<file path="src/rtl/rxm_pkg.sv">
package rxm_pkg;
    localparam int CHAR_MAX = 8;
    localparam int CHAR_MIN = 5;
    localparam int IDX_W    = $clog2(CHAR_MAX);

    typedef enum logic [2:0] {
        ST_IDLE,
        ST_DATA,
        ST_PAR,
        ST_STOP,
        ST_HUNT
    } rx_state_e;

    typedef struct packed {
        rx_state_e             state;
        logic [IDX_W-1:0]      idx;
        logic [CHAR_MAX-1:0]   shreg;
        logic                  par_bit;
        logic [CHAR_MAX-1:0]   data;
        logic                  ready;
        logic                  overrun;
        logic                  ferr;
        logic                  perr;
    } rx_regs_t;
endpackage

</file>
<file path="src/rtl/rxm_pattern_count.sv">
module rxm_pattern_count #(
    parameter int LIMIT  = 32,
    parameter bit TOGGLE = 1'b1
) (
    input  logic clk,
    input  logic rst_n,
    input  logic strobe,
    input  logic bit_in,
    output logic hit,
    output logic last_bit
);
    localparam int CW = $clog2(LIMIT + 1);
    localparam logic [CW-1:0] LIM_C = CW'(LIMIT);

    typedef struct packed {
        logic [CW-1:0] cnt;
        logic          prev;
        logic          have;
    } pc_regs_t;

    pc_regs_t q, d;
    logic     match;

    generate
        if (TOGGLE) begin : g_alt
            assign match = (bit_in != q.prev);
        end else begin : g_run
            assign match = (bit_in == q.prev);
        end
    endgenerate

    always_comb begin
        d = q;
        if (strobe) begin
            d.have = 1'b1;
            d.prev = bit_in;
            if (q.have && match) begin
                if (q.cnt != LIM_C) d.cnt = q.cnt + 1'b1;
            end else begin
                d.cnt = CW'(1);
            end
        end
    end

    always_ff @(posedge clk or negedge rst_n) begin
        if (!rst_n) q <= '0;
        else        q <= d;
    end

    assign hit      = (q.cnt == LIM_C);
    assign last_bit = q.prev;


    hold_without_strobe_chk: assert property (@(posedge clk) disable iff (!rst_n)
        !strobe |=> $stable(q.cnt));
endmodule

</file>
<file path="src/rtl/rxm_char_engine.sv">
module rxm_char_engine
    import rxm_pkg::*;
(
    input  logic                clk,
    input  logic                rst_n,
    input  logic                strobe,
    input  logic                bit_in,
    input  logic [1:0]          cfg_char_len,
    input  logic                cfg_parity_en,
    input  logic                cfg_parity_odd,
    input  logic                rd_strobe,
    output logic [CHAR_MAX-1:0] data,
    output logic                ready,
    output logic                overrun,
    output logic                frame_err,
    output logic                parity_err
);
    rx_regs_t         q, d;
    logic [IDX_W-1:0] last_idx;
    logic             par_expect;

    assign last_idx   = IDX_W'(cfg_char_len) + IDX_W'(CHAR_MIN - 1);
    assign par_expect = (^q.shreg) ^ cfg_parity_odd;

    always_comb begin
        d = q;
        if (rd_strobe) begin
            d.ready   = 1'b0;
            d.overrun = 1'b0;
        end
        if (strobe) begin
            unique case (q.state)
                ST_IDLE: begin
                    if (!bit_in) begin
                        d.state = ST_DATA;
                        d.idx   = '0;
                        d.shreg = '0;
                    end
                end
                ST_DATA: begin
                    d.shreg[q.idx] = bit_in;
                    d.idx          = q.idx + 1'b1;
                    if (q.idx == last_idx)
                        d.state = cfg_parity_en ? ST_PAR : ST_STOP;
                end
                ST_PAR: begin
                    d.par_bit = bit_in;
                    d.state   = ST_STOP;
                end
                ST_STOP: begin
                    d.data  = q.shreg;
                    d.ready = 1'b1;
                    if (q.ready && !rd_strobe) d.overrun = 1'b1;
                    d.ferr  = !bit_in;
                    d.perr  = cfg_parity_en && (q.par_bit != par_expect);
                    d.state = bit_in ? ST_IDLE : ST_HUNT;
                end
                ST_HUNT: begin
                    if (bit_in) d.state = ST_IDLE;
                end
                default: d.state = ST_IDLE;
            endcase
        end
    end

    always_ff @(posedge clk or negedge rst_n) begin
        if (!rst_n) q <= '0;
        else        q <= d;
    end

    assign data       = q.data;
    assign ready      = q.ready;
    assign overrun    = q.overrun;
    assign frame_err  = q.ferr;
    assign parity_err = q.perr;


    ready_after_strobe_chk: assert property (@(posedge clk) disable iff (!rst_n)
        $rose(q.ready) |-> $past(strobe));

    overrun_needs_ready_chk: assert property (@(posedge clk) disable iff (!rst_n)
        $rose(q.overrun) |-> $past(q.ready));

    hunt_ignores_zero_chk: assert property (@(posedge clk) disable iff (!rst_n)
        (q.state == ST_HUNT && strobe && !bit_in) |=> (q.state == ST_HUNT));
endmodule

</file>
<file path="src/rtl/rx_line_monitor.sv">
module rx_line_monitor #(
    parameter int ALT_LEN = 32,
    parameter int RUN_LEN = 32
) (
    input  logic       clk,
    input  logic       rst_n,
    input  logic       bit_strobe,
    input  logic       bit_in,
    input  logic [1:0] cfg_char_len,
    input  logic       cfg_parity_en,
    input  logic       cfg_parity_odd,
    input  logic       rd_strobe,
    output logic [7:0] rx_data,
    output logic       rx_ready,
    output logic       rx_overrun,
    output logic       rx_frame_err,
    output logic       rx_parity_err,
    output logic       mon_alt,
    output logic       mon_ones,
    output logic       mon_zeros
);
    logic alt_hit, alt_last, run_hit, run_last;

    rxm_char_engine i_char (
        .clk            (clk),
        .rst_n          (rst_n),
        .strobe         (bit_strobe),
        .bit_in         (bit_in),
        .cfg_char_len   (cfg_char_len),
        .cfg_parity_en  (cfg_parity_en),
        .cfg_parity_odd (cfg_parity_odd),
        .rd_strobe      (rd_strobe),
        .data           (rx_data),
        .ready          (rx_ready),
        .overrun        (rx_overrun),
        .frame_err      (rx_frame_err),
        .parity_err     (rx_parity_err)
    );

    rxm_pattern_count #(.LIMIT(ALT_LEN), .TOGGLE(1'b1)) i_alt (
        .clk      (clk),
        .rst_n    (rst_n),
        .strobe   (bit_strobe),
        .bit_in   (bit_in),
        .hit      (alt_hit),
        .last_bit (alt_last)
    );

    rxm_pattern_count #(.LIMIT(RUN_LEN), .TOGGLE(1'b0)) i_run (
        .clk      (clk),
        .rst_n    (rst_n),
        .strobe   (bit_strobe),
        .bit_in   (bit_in),
        .hit      (run_hit),
        .last_bit (run_last)
    );

    assign mon_alt   = alt_hit;
    assign mon_ones  = run_hit & run_last;
    assign mon_zeros = run_hit & ~run_last;

    logic unused_alt_last;
    assign unused_alt_last = alt_last;


    monitors_exclusive_chk: assert property (@(posedge clk) disable iff (!rst_n)
        !(alt_hit && run_hit));
endmodule

</file>
<file path="config.mk">
export PLATFORM = sky130hd
export DESIGN_NAME = rx_line_monitor
export DESIGN_NICKNAME = d
export VERILOG_FILES = /design/src/rtl/rxm_pkg.sv /design/src/rtl/rxm_pattern_count.sv /design/src/rtl/rxm_char_engine.sv /design/src/rtl/rx_line_monitor.sv
export SDC_FILE = /design/constraint.sdc
export NUM_CORES = 1
export LEC_CHECK = 0
export BUFFER_PORTS_ARGS = -buffer_cell sky130_fd_sc_hd__clkbuf_2
export CORE_UTILIZATION = 50
export CTS_CLUSTER_DIAMETER = 80
export DETAILED_ROUTE_END_ITERATION = 7
export PLACE_DENSITY_LB_ADDON = 0.15
export SYNTH_ARGS = -nofsm -noshare
export SYNTH_HDL_FRONTEND = slang
export SYNTH_SLANG_ARGS = --single-unit
</file>
<file path="constraint.sdc">
create_clock -name clk -period 1.7 [get_ports clk]
set_input_delay 0.51 -clock clk [delete_from_list [all_inputs] [get_ports clk]]
set_output_delay 0.51 -clock clk [all_outputs]
set_load 0.05 [all_outputs]
</file>
==> results.cfg <==
[power_and_ir_drop]
switchingPower_mw = 1.74
power.ir.vdd_worst_mv = 0.815
sequentialPowerShare = 0.375
clkPwrFrac = 0.174
power.leakage_nw = 1.26
power_switching_share = 0.400
pwr-share-comb = 0.450
power_mw = 4.35
power_report.internal_total_mw = 2.61
power_density_mw_per_mm2 = 1650

[grt]
number_of_antenna_violations_at_the_first_check_in_global_routing = 0
grt_first_pass_wirelength_um = 7350
global_route_usage_sum = 0.223
first_global_vias = 1595
maximum_number_of_pins_on_one_net_before_global_route_repair = 42
global_route.overflow_total = 0

[final_layout]
drive_gt1_frac = 0.343
flow.area_growth_from_synthesis_pct = 23.6
finish.net_count = 256
stdcell_area_mm2 = 0.00263
fill_cells = 339
antenna-diode-count = 0

[sta]
timing.final.hold_violations = 0
fmaxAchievable_mhz = 466
max-slew-margin-rel = 0.654
timing.clock.skew_ps = 8.07
fin_ws_ps = -446
finalSetupViolations = 3
grt_setup_unrepaired = yes
worst_pin_slew_ps = 519
layout_worst_path_cycle_share = 1.26
final_period_minus_worst_setup_slack_ps = 2150
maxSlewViolCount = 0

[synthesis]
top_cell_types_by_occurrence_after_synthesis = dfrtp_1, nand2_1, o21ai_0
yosysMostFrequentCell = dfrtp_1
yosysSeqAreaShare = 0.482
synth_top_cells_by_area = dfrtp_1, mux2_2, xnor2_1, mux2i_1, nand2_1
postSynth.asyncResetShare = 1.00
synth_largest_type_area_fraction = 0.482
cell_accounting_for_the_most_synthesized_area = dfrtp_1
syn_area_mm2 = 0.00213
mappedNetlistNets = 216
yosys_most_used_dff = dfrtp_1
synth_enable_flop_cells = 0
ys_seq_elements = 41
number_of_warnings_reported_in_the_yosys_synthesis_log = 0
post_synth_num_cell_types = 40
netlist_instances = 202
post_synth.cell_area_avg_um2 = 10.5

[worst_setup_path]
worstPathBufferInverterCount = 2
cp-start-kind = register
r2r_endpoint = i_alt.q[3]$_DFFE_PN0P_
largest_driver_fanout_on_the_critical_path = 2
cp.arrival_ps = 1640
path_class = register to output port
crit_path_max_incr_delay_ps = 440
endpoint_kind = output port
critical_path.startpoint = i_run.q[2]$_DFFE_PN0P_
timing.critical_path.cells = inv_1 > ha_1 > nand2_1 > or4_4 > nor2_4 > buf_12
critPathTopFamily = simple AND/OR/NAND/NOR gates
worst_r2r_path_depth = 8
timing.critical_path.slowest_stage_cell = or4_4
r2r_slack_ps = 100
crit_required_ps = 1190
r2r_start = i_alt.q[2]$_DFFE_PN0P_

[clocking]
worstSkewPairLatency_ps = 290
hold_buf_count_cts = 0
max-clock-path-buffers = 2
number_of_buffers_created_by_cts = 5
cts_num_sinks = 41
clock_tree.root_cell = clkbuf_8
htreeDepth = 2
tritoncts = built
clk_pin_slew_worst_paths_ps = 80

[route]
route.vias.total = 1602
finalWirelength_um = 4500
drt_first_pass_iters = 4
post_drt_via_cell_ratio = 5.49
detail-route-antenna-nets = 0
drtIter0Drc = 102
wl_per_cell_um = 15.4
drc = 0

[place]
detailedPlacementHpwl_um = 3140
gp_congestion = 0.812
numPortBuffers = 23
place_area_mm2 = 0.00247

[floorplan]
die_width_um = 67.2
placement_rows = 23
core_area_mm2 = 0.00406
design.die.area_mm2 = 0.00452
die_span_in_y_um = 67.2
initial_utilization = 0.525
io_pins = 24

[min_path]
min-delay-path-class = primary input to async pin

[status]
violations_in_the_final_reports = setup timing
outcome = finished with violations

[run]
drv.max_cap_violation_count = 0
==> state kept, by name (all words and copies together) (netlist names) <==
name and flops:
i_char.ready 1, i_char.overrun 1, i_run.q 6, i_alt.q 7
i_char.parity_err 1, i_alt.last_bit 1, i_char.frame_err 1, i_char.data 8
i_char.q 15
==> cells in the final DEF, fill, tap and decap left out, types with 8 or more instances in the layout <==
master	Yosys	final
dfrtp_1	41	40
buf_4	8	25
clkbuf_2	0	20
nand2_1	18	17
o21ai_0	13	13
xnor2_1	12	12
mux2_2	10	10
inv_1	11	9
nor2_1	9	8
nand3_1	8	8
==> metal layers <==
layer / up-vias / part of all wire / GRT usage / routed length [um]
li1: 772 / - / - / -
met1: 779 / 0.46 / 0.315 / 2090
met4: 0 / 0.013 / 0.0798 / 58
met2: 44 / 0.48 / 0.340 / 2160
met5: - / 0 / 0 / 0
met3: 7 / 0.043 / 0.0422 / 192
==> cells by family after synthesis <==
family                   Yosys count  share of synthesized area
AO/OA/AOI/OAI                     30                     0.0900
XOR/XNOR                          18                     0.0805
adder cells (fa/ha/maj)            5                     0.0294
buffers and inverters             27                     0.0647
flip-flops                        41                      0.482
multiplexers                      17                     0.0858
AND/OR/NAND/NOR                   64                      0.168
==> how the worst max path moves through the flow <==
| stage | endpoint | slack, ps | cells past startpoint |
|---|---|---|---|
| after CTS | mon_zeros | -460 | 6 |
| after global routing | mon_zeros | -520 | 6 |
| after floorplan | mon_zeros | -170 | 5 |
| after global placement | mon_zeros | -120 | 6 |
| final | mon_zeros | -450 | 6 |
| after detailed placement | mon_zeros | -160 | 6 |
==> timing repair <==
action                                  CTS  global route
gates cloned                              0             0
setup buffers                             2             0
endpoints found under the setup margin    3             8
resized for setup                         8             4
pin swaps                                 1             0
==> worst reg2reg max path, stage by stage (launching register included) <==
cell     delay (ps)
dfrtp_1         390
inv_2            80
ha_4            140
nand2_4          50
buf_4           140
o41ai_2         280
buf_4           190
mux2i_1         170
nor2_1           50
==> through the flow <==
step | setup WS [ps] | TNS, ps | util | instances | hold WS (ps)
2_1_floorplan | -173 | -352 | - | 202 | 214
3_3_place_gp | -117 | -408 | 0.608 | 283 | 462
3_5_place_dp | -157 | -625 | 0.608 | 283 | 477
4_1_cts | -456 | -985 | 0.645 | 292 | 291
5_1_grt | -525 | -1260 | 0.648 | 292 | 317
6_report | -446 | -956 | 0.648 | 292 | 272
==> final cells by class <==
class / instances / area (um^2) / share of cell area
clock buffer: 5 / 68.8 / 0.0262
clock inverter: 2 / 35.0 / 0.0133
inverter: 11 / 41.3 / 0.0157
multi-input combinational: 134 / 1030 / 0.392
sequential: 41 / 1030 / 0.391
tap: 50 / 62.6 / 0.0238
timing repair buffer: 49 / 363 / 0.138
==> power groups by stage <==
stage	logic, mW	registers, mW	clock network [mW]
CTS	1.97	1.63	0.778
finish	1.96	1.63	0.758
floorplan	1.41	1.66	0
detailed placement	1.89	1.64	0
global placement	1.82	1.61	0
global route	2.13	1.69	0.817
(Power assumes the default switching activity.)
